===== src/rtl/eth_tx_serializer.sv =====
module eth_tx_serializer #(
  parameter int PRE_BITS = 62,
  parameter int JAM_BITS = 32,
  parameter int BYTE_W   = 8
) (
  input  logic              clk,
  input  logic              rst_n,
  input  logic              start_i,
  input  logic              fifo_empty_i,
  input  logic [BYTE_W-1:0] fifo_data_i,
  input  logic              fifo_last_i,
  output logic              fifo_rd_o,
  input  logic              col_i,
  output logic              txd_o,
  output logic              tx_en_o,
  output logic              done_o,
  output logic              collided_o,
  output logic              underrun_o
);
  localparam int FCS_BITS = 32;
  localparam int CW = $clog2(PRE_BITS + 2 + JAM_BITS + FCS_BITS);
  localparam logic [31:0] POLY = 32'h04C11DB7;

  typedef enum logic [2:0] {S_IDLE, S_PRE, S_DATA, S_FCS, S_JAM} st_t;

  st_t               state;
  logic [CW-1:0]     cnt;
  logic [BYTE_W-1:0] sh;
  logic              last_q;
  logic [31:0]       crc;

  wire sending  = (state == S_PRE) || (state == S_DATA) || (state == S_FCS);
  wire pre_end  = (state == S_PRE)  && (cnt == CW'(PRE_BITS + 1));
  wire byte_end = (state == S_DATA) && (cnt == CW'(BYTE_W - 1));
  wire fcs_end  = (state == S_FCS)  && (cnt == CW'(FCS_BITS - 1));
  wire need     = pre_end || (byte_end && !last_q);
  wire crc_fb   = crc[31] ^ sh[0];

  assign fifo_rd_o = need && !fifo_empty_i && !col_i;
  assign tx_en_o   = (state != S_IDLE);

  always_comb begin
    case (state)
      S_PRE:   txd_o = (cnt >= CW'(PRE_BITS)) || !cnt[0];
      S_DATA:  txd_o = sh[0];
      S_FCS:   txd_o = ~crc[31];
      S_JAM:   txd_o = 1'b1;
      default: txd_o = 1'b0;
    endcase
  end

  always_ff @(posedge clk) begin
    if (!rst_n) begin
      state      <= S_IDLE;
      cnt        <= '0;
      sh         <= '0;
      last_q     <= 1'b0;
      crc        <= '1;
      done_o     <= 1'b0;
      collided_o <= 1'b0;
      underrun_o <= 1'b0;
    end else begin
      done_o     <= 1'b0;
      collided_o <= 1'b0;
      underrun_o <= 1'b0;
      if (state == S_IDLE) begin
        if (start_i) begin
          state <= S_PRE;
          cnt   <= '0;
          crc   <= '1;
        end
      end else if (state == S_JAM) begin
        if (cnt == CW'(JAM_BITS - 1)) begin
          state      <= S_IDLE;
          collided_o <= 1'b1;
        end else begin
          cnt <= cnt + 1'b1;
        end
      end else if (col_i) begin
        state <= S_JAM;
        cnt   <= '0;
      end else begin
        cnt <= cnt + 1'b1;
        if (state == S_DATA) begin
          sh  <= sh >> 1;
          crc <= {crc[30:0], 1'b0} ^ (crc_fb ? POLY : 32'h0);
        end
        if (state == S_FCS) crc <= {crc[30:0], 1'b1};
        if (need) begin
          if (fifo_empty_i) begin
            state      <= S_IDLE;
            underrun_o <= 1'b1;
          end else begin
            state  <= S_DATA;
            cnt    <= '0;
            sh     <= fifo_data_i;
            last_q <= fifo_last_i;
          end
        end else if (byte_end) begin
          state <= S_FCS;
          cnt   <= '0;
        end else if (fcs_end) begin
          state  <= S_IDLE;
          done_o <= 1'b1;
        end
      end
    end
  end

  p_rd_has_data_r3: assert property (@(posedge clk) disable iff (!rst_n)
    fifo_rd_o |-> !fifo_empty_i);
  p_one_status_r5: assert property (@(posedge clk) disable iff (!rst_n)
    $onehot0({done_o, collided_o, underrun_o}));
  p_done_ends_frame_r5: assert property (@(posedge clk) disable iff (!rst_n)
    $rose(done_o) |-> !tx_en_o && $past(tx_en_o));
  p_jam_tail_ones_r6: assert property (@(posedge clk) disable iff (!rst_n)
    $rose(collided_o) |-> $past(txd_o) && $past(tx_en_o));
  p_idle_col_quiet_r7: assert property (@(posedge clk) disable iff (!rst_n)
    (!tx_en_o && !start_i && col_i) |=> !tx_en_o);
  p_underrun_stops_r8: assert property (@(posedge clk) disable iff (!rst_n)
    $rose(underrun_o) |-> !tx_en_o && !done_o);
  p_busy_sending_r9: assert property (@(posedge clk) disable iff (!rst_n)
    (sending && start_i && !col_i && !need && !fcs_end) |=> tx_en_o);
endmodule


===== config.mk =====
export PLATFORM = sky130hd
export DESIGN_NAME = eth_tx_serializer
export DESIGN_NICKNAME = d
export VERILOG_FILES = /design/src/rtl/eth_tx_serializer.sv
export SDC_FILE = /design/constraint.sdc
export NUM_CORES = 1
export LEC_CHECK = 0
export ABC_CLOCK_PERIOD_IN_PS = 2300
export BUFFER_PORTS_ARGS = -buffer_cell sky130_fd_sc_hd__buf_2
export CAP_MARGIN = 10
export CORE_MARGIN = 1.5
export CORE_UTILIZATION = 59
export DETAILED_ROUTE_END_ITERATION = 10
export PLACE_DENSITY = 0.78
export SLEW_MARGIN = 20
export SYNTH_ARGS = -nofsm -noshare
export SYNTH_HDL_FRONTEND = slang
export SYNTH_SLANG_ARGS = --single-unit

===== constraint.sdc =====
create_clock -name clk -period 2.3 [get_ports clk]
set_input_delay 0.115 -clock clk [delete_from_list [all_inputs] [get_ports clk]]
set_output_delay 0.115 -clock clk [all_outputs]
set_load 0.05 [all_outputs]

==> impl_metrics.ini <==
[floorplan]
ioPinCount = 20
core_area_um2 = 4320
die_w_um = 69.9
start_util_pct = 61.0
rows = 24
die_height_um = 69.9
fp.dieArea_um2 = 4880

[critical_path]
worstPathCellList = or4_4 > nor3_4 > o21ai_4 > nor2_4 > buf_2
max_stage_delay_ns = 0.60
r2r_setup_slack_ns = 0.30
reg2reg_to = crc[12]$_SDFFE_PN1P_
worst-setup-path-type = reg -> out
cp.required_ns = 2.18
crit_fanout = 17
cp-start-kind = register
r2r_start = state[1]$_SDFFE_PN0P_
worst-path-stages = 5
rr_worst_depth = 5
cp.arrival_ns = 2.06
worstSetupEndpoint = fifo_rd_o
crit_path_start = cnt[3]$_SDFFE_PN0P_
cpMaxStageDelayCell = or4_4
cp-end-kind = output pin
path_delay_family = simple AND/OR/NAND/NOR gates
critPathBufInv = 1

[place]
placed_cells = 358
hpwl_um = 3520
gp_congestion = 0.882
port_buffers = 19

[logic_synthesis]
synth_top_family_by_area = simple AND/OR/NAND/NOR gates
syn_area_per_cell_um2 = 8.79
synth_xor_area_share_pct = 5.31
syn_inst = 300
ys_seq_area_share_pct = 41.0
synth_mux_area_share_pct = 0.759
synth_area_um2 = 2640
syn-num-nets = 316
synthSimpleGateAreaFrac_pct = 24.1
yosysWarnings = 0
synth_cell_types = 59
synth_compound_area_share_pct = 20.9
ys_ff_latch = 54
synth_fa_ha_area_share_pct = 0.949

[timing]
tightest_slew_ns = 0.843
final-hold-violation-count = 0
fin_crit_sh_pct = 94.7
fin_crit_ns = 2.18
setup_violations = 0
rsz0062_at_grt = no
fmax_mhz = 459
report.final.slew_viol_count = 0
relSlewSlack_pct = 43.8
fin_setup_tns_ns = 0
finalClockSkew_ns = 0.00890

[min_path]
hp-start = fifo_last_i
min_path_type = in -> reg

[final_layout]
final_nets = 329
drive_gt1_share_pct = 18.2
fin_cells = 366
diodes = 0
syn_to_final_growth_pct = 6.78

[cts]
cts-resized-gates = 0
cts-htree-levels = 2
root_buffer = clkbuf_8
clk_pin_slew_ns = 0.10
clkLatencyLatePin_ns = 0.32
cts_buffers = 5
cts_tree = yes
post_cts_buffers = 0
cts_buffer_depth = 2
cts_sinks = 54
holdBufCountCts = 0

[detailed_routing]
vias = 2223
ant_nets = 0
drt-pass1-iter-count = 4
detail_route.iter0.violations = 145
drcViolationCount = 0
wl_um = 5400
post_drt_wl_per_cell_um = 14.7
vias_per_cell = 6.07

[global_routing]
grt_max_degree = 53
antenna_found_initial = 0
groute.usage.overall_pct = 23.4
grt_pass1_vias = 2047
overflow = 0
grt_pass1_wl_um = 9320

[outcome]
outcome = completed

[pwr]
power.density_nw_per_um2 = 858
static-leakage-power_nw = 0.996
peakVddDrop_v = 0.000371

[run]
cap_violations = 0
metal layers:
layer / share of wire [%] / wire length (µm) / vias up / GRT usage, %
met5: 0 / 0 / - / 0
met4: 1.6 / 87 / 0 / 8.33
met3: 4.9 / 263 / 9 / 5.05
met2: 46 / 2510 / 63 / 37.0
met1: 47 / 2540 / 1039 / 31.7
li1: - / - / 1112 / -
placed cells by master, fill, tap and decap left out, types with 2 or more instances in the layout:
cell and count:
mux2i_1 2, clkinv_4 2, xnor2_1 15, nand3_1 18
inv_1 6, nor2_4 2, nor2_1 18, dfxtp_1 54
nor2_2 3, nand4b_1 2, buf_4 9, o211ai_1 2
nand2_1 50, nand3b_2 2, o21ai_0 5, buf_2 19
or3_1 7, o2111a_1 6, nand2b_1 3, a21oi_2 2
ha_1 2, o32ai_1 3, a21oi_1 6, o22ai_1 32
clkbuf_8 5, nor3_1 5, o21ai_1 3
flip-flops by register name, summed over array words and instances (netlist names):
name        flops
cnt             7
collided_o      1
crc            32
done_o          1
last_q          1
sh              8
state           3
underrun_o      1
power breakdown:
part / switching (mW) / internal [mW] / leakage, nW
combinational: 0.477 / 0.285 / 0.508
sequential: 0.0759 / 1.01 / 0.438
clock: 0.339 / 0.226 / 0.0502
synth_stat cells, drive strengths merged:
| cell type | count | area share, % |
|---|---|---|
| or4 | 1 | 0.43 |
| nor2 | 23 | 4.0 |
| a211oi | 1 | 0.28 |
| dlygate4sd1 | 1 | 0.33 |
| clkbuf | 8 | 2.7 |
| nand3 | 18 | 3.4 |
| o32ai | 4 | 1.6 |
| or3b | 1 | 0.33 |
| a31oi | 1 | 0.24 |
| o21ba | 1 | 0.38 |
| o22ai | 33 | 8.1 |
| nor4b | 1 | 0.33 |
| o31ai | 1 | 0.28 |
| o21a | 1 | 0.28 |
| o2111a | 6 | 2.6 |
| nand2 | 50 | 7.1 |
| o311ai | 1 | 0.33 |
| o21ai | 10 | 2.2 |
| dfxtp | 54 | 41 |
| a32o | 1 | 0.38 |
| o2111ai | 1 | 0.33 |
| xnor2 | 15 | 5.0 |
| inv | 7 | 1.0 |
| a221oi | 1 | 0.57 |
| nand4bb | 1 | 0.62 |
| nand3b | 3 | 1.1 |
| ha | 2 | 0.95 |
| nand4b | 2 | 0.66 |
| buf | 13 | 2.9 |
| o211ai | 3 | 1.0 |
| nor3b | 2 | 0.76 |
| or2 | 1 | 0.24 |
| or4b | 1 | 0.38 |
| nor3 | 7 | 1.9 |
| a21boi | 2 | 0.57 |
| and4b | 1 | 0.38 |
| xor2 | 1 | 0.33 |
| or3 | 7 | 1.7 |
| nand2b | 3 | 0.71 |
| a21oi | 8 | 1.8 |
| mux2i | 2 | 0.76 |
layout make-up:
type	instances	area [µm²]
clock buffers	5	68.8
clock inverters	3	28.8
fillers	373	1510
inverters	7	26.3
multi-input cells	217	1380
flip-flops and latches	54	1080
well taps	52	65.1
repair buffers	28	163
how the worst min path moves through the flow:
stage,to,slack [ns],depth (start not counted)
2_1_floorplan,underrun_o$_SDFF_PP0_,0.25,2
3_3_place_gp,last_q$_SDFFE_PN0P_,0.36,3
3_5_place_dp,last_q$_SDFFE_PN0P_,0.38,3
4_1_cts,last_q$_SDFFE_PN0P_,0.03,3
5_1_grt,last_q$_SDFFE_PN0P_,0.04,3
6_report,last_q$_SDFFE_PN0P_,0.04,3
cells by family (layout without fill, tap and decap cells):
| kind of cell | after synthesis | in the layout |
|---|---|---|
| XOR/XNOR | 16 | 16 |
| AO/OA/AOI/OAI | 75 | 75 |
| multiplexers | 2 | 2 |
| AND/OR/NAND/NOR | 122 | 122 |
| adder cells (fa/ha/maj) | 2 | 2 |
| buffers and inverters | 29 | 43 |
| flip-flops | 54 | 54 |
metrics by stage:
| stage | utilization, % | power (mW) | hold slack (ns) | setup WS [ns] | area, µm² |
|---|---|---|---|---|---|
| 5_1_grt | 65.1 | 2.55 | 0.0448 | 0.00789 | 2820 |
| 3_3_place_gp | 62.6 | 1.85 | 0.362 | 0.334 | 2710 |
| 4_1_cts | 64.9 | 2.42 | 0.0347 | 0.0506 | 2810 |
| 3_5_place_dp | 62.6 | 1.86 | 0.375 | 0.316 | 2710 |
| 2_1_floorplan | - | 1.69 | 0.246 | 0.160 | 2640 |
| 6_report | 65.1 | 2.42 | 0.0356 | 0.123 | 2820 |
worst reg2reg max path, stage by stage (launching register included):
cell	delay (ns)
dfxtp_1	0.51
nand2b_1	0.28
o21ai_2	0.74
xnor2_1	0.13
o22ai_1	0.15
nand2_1	0.08
Note: power is estimated with default switching activity, not from simulation.
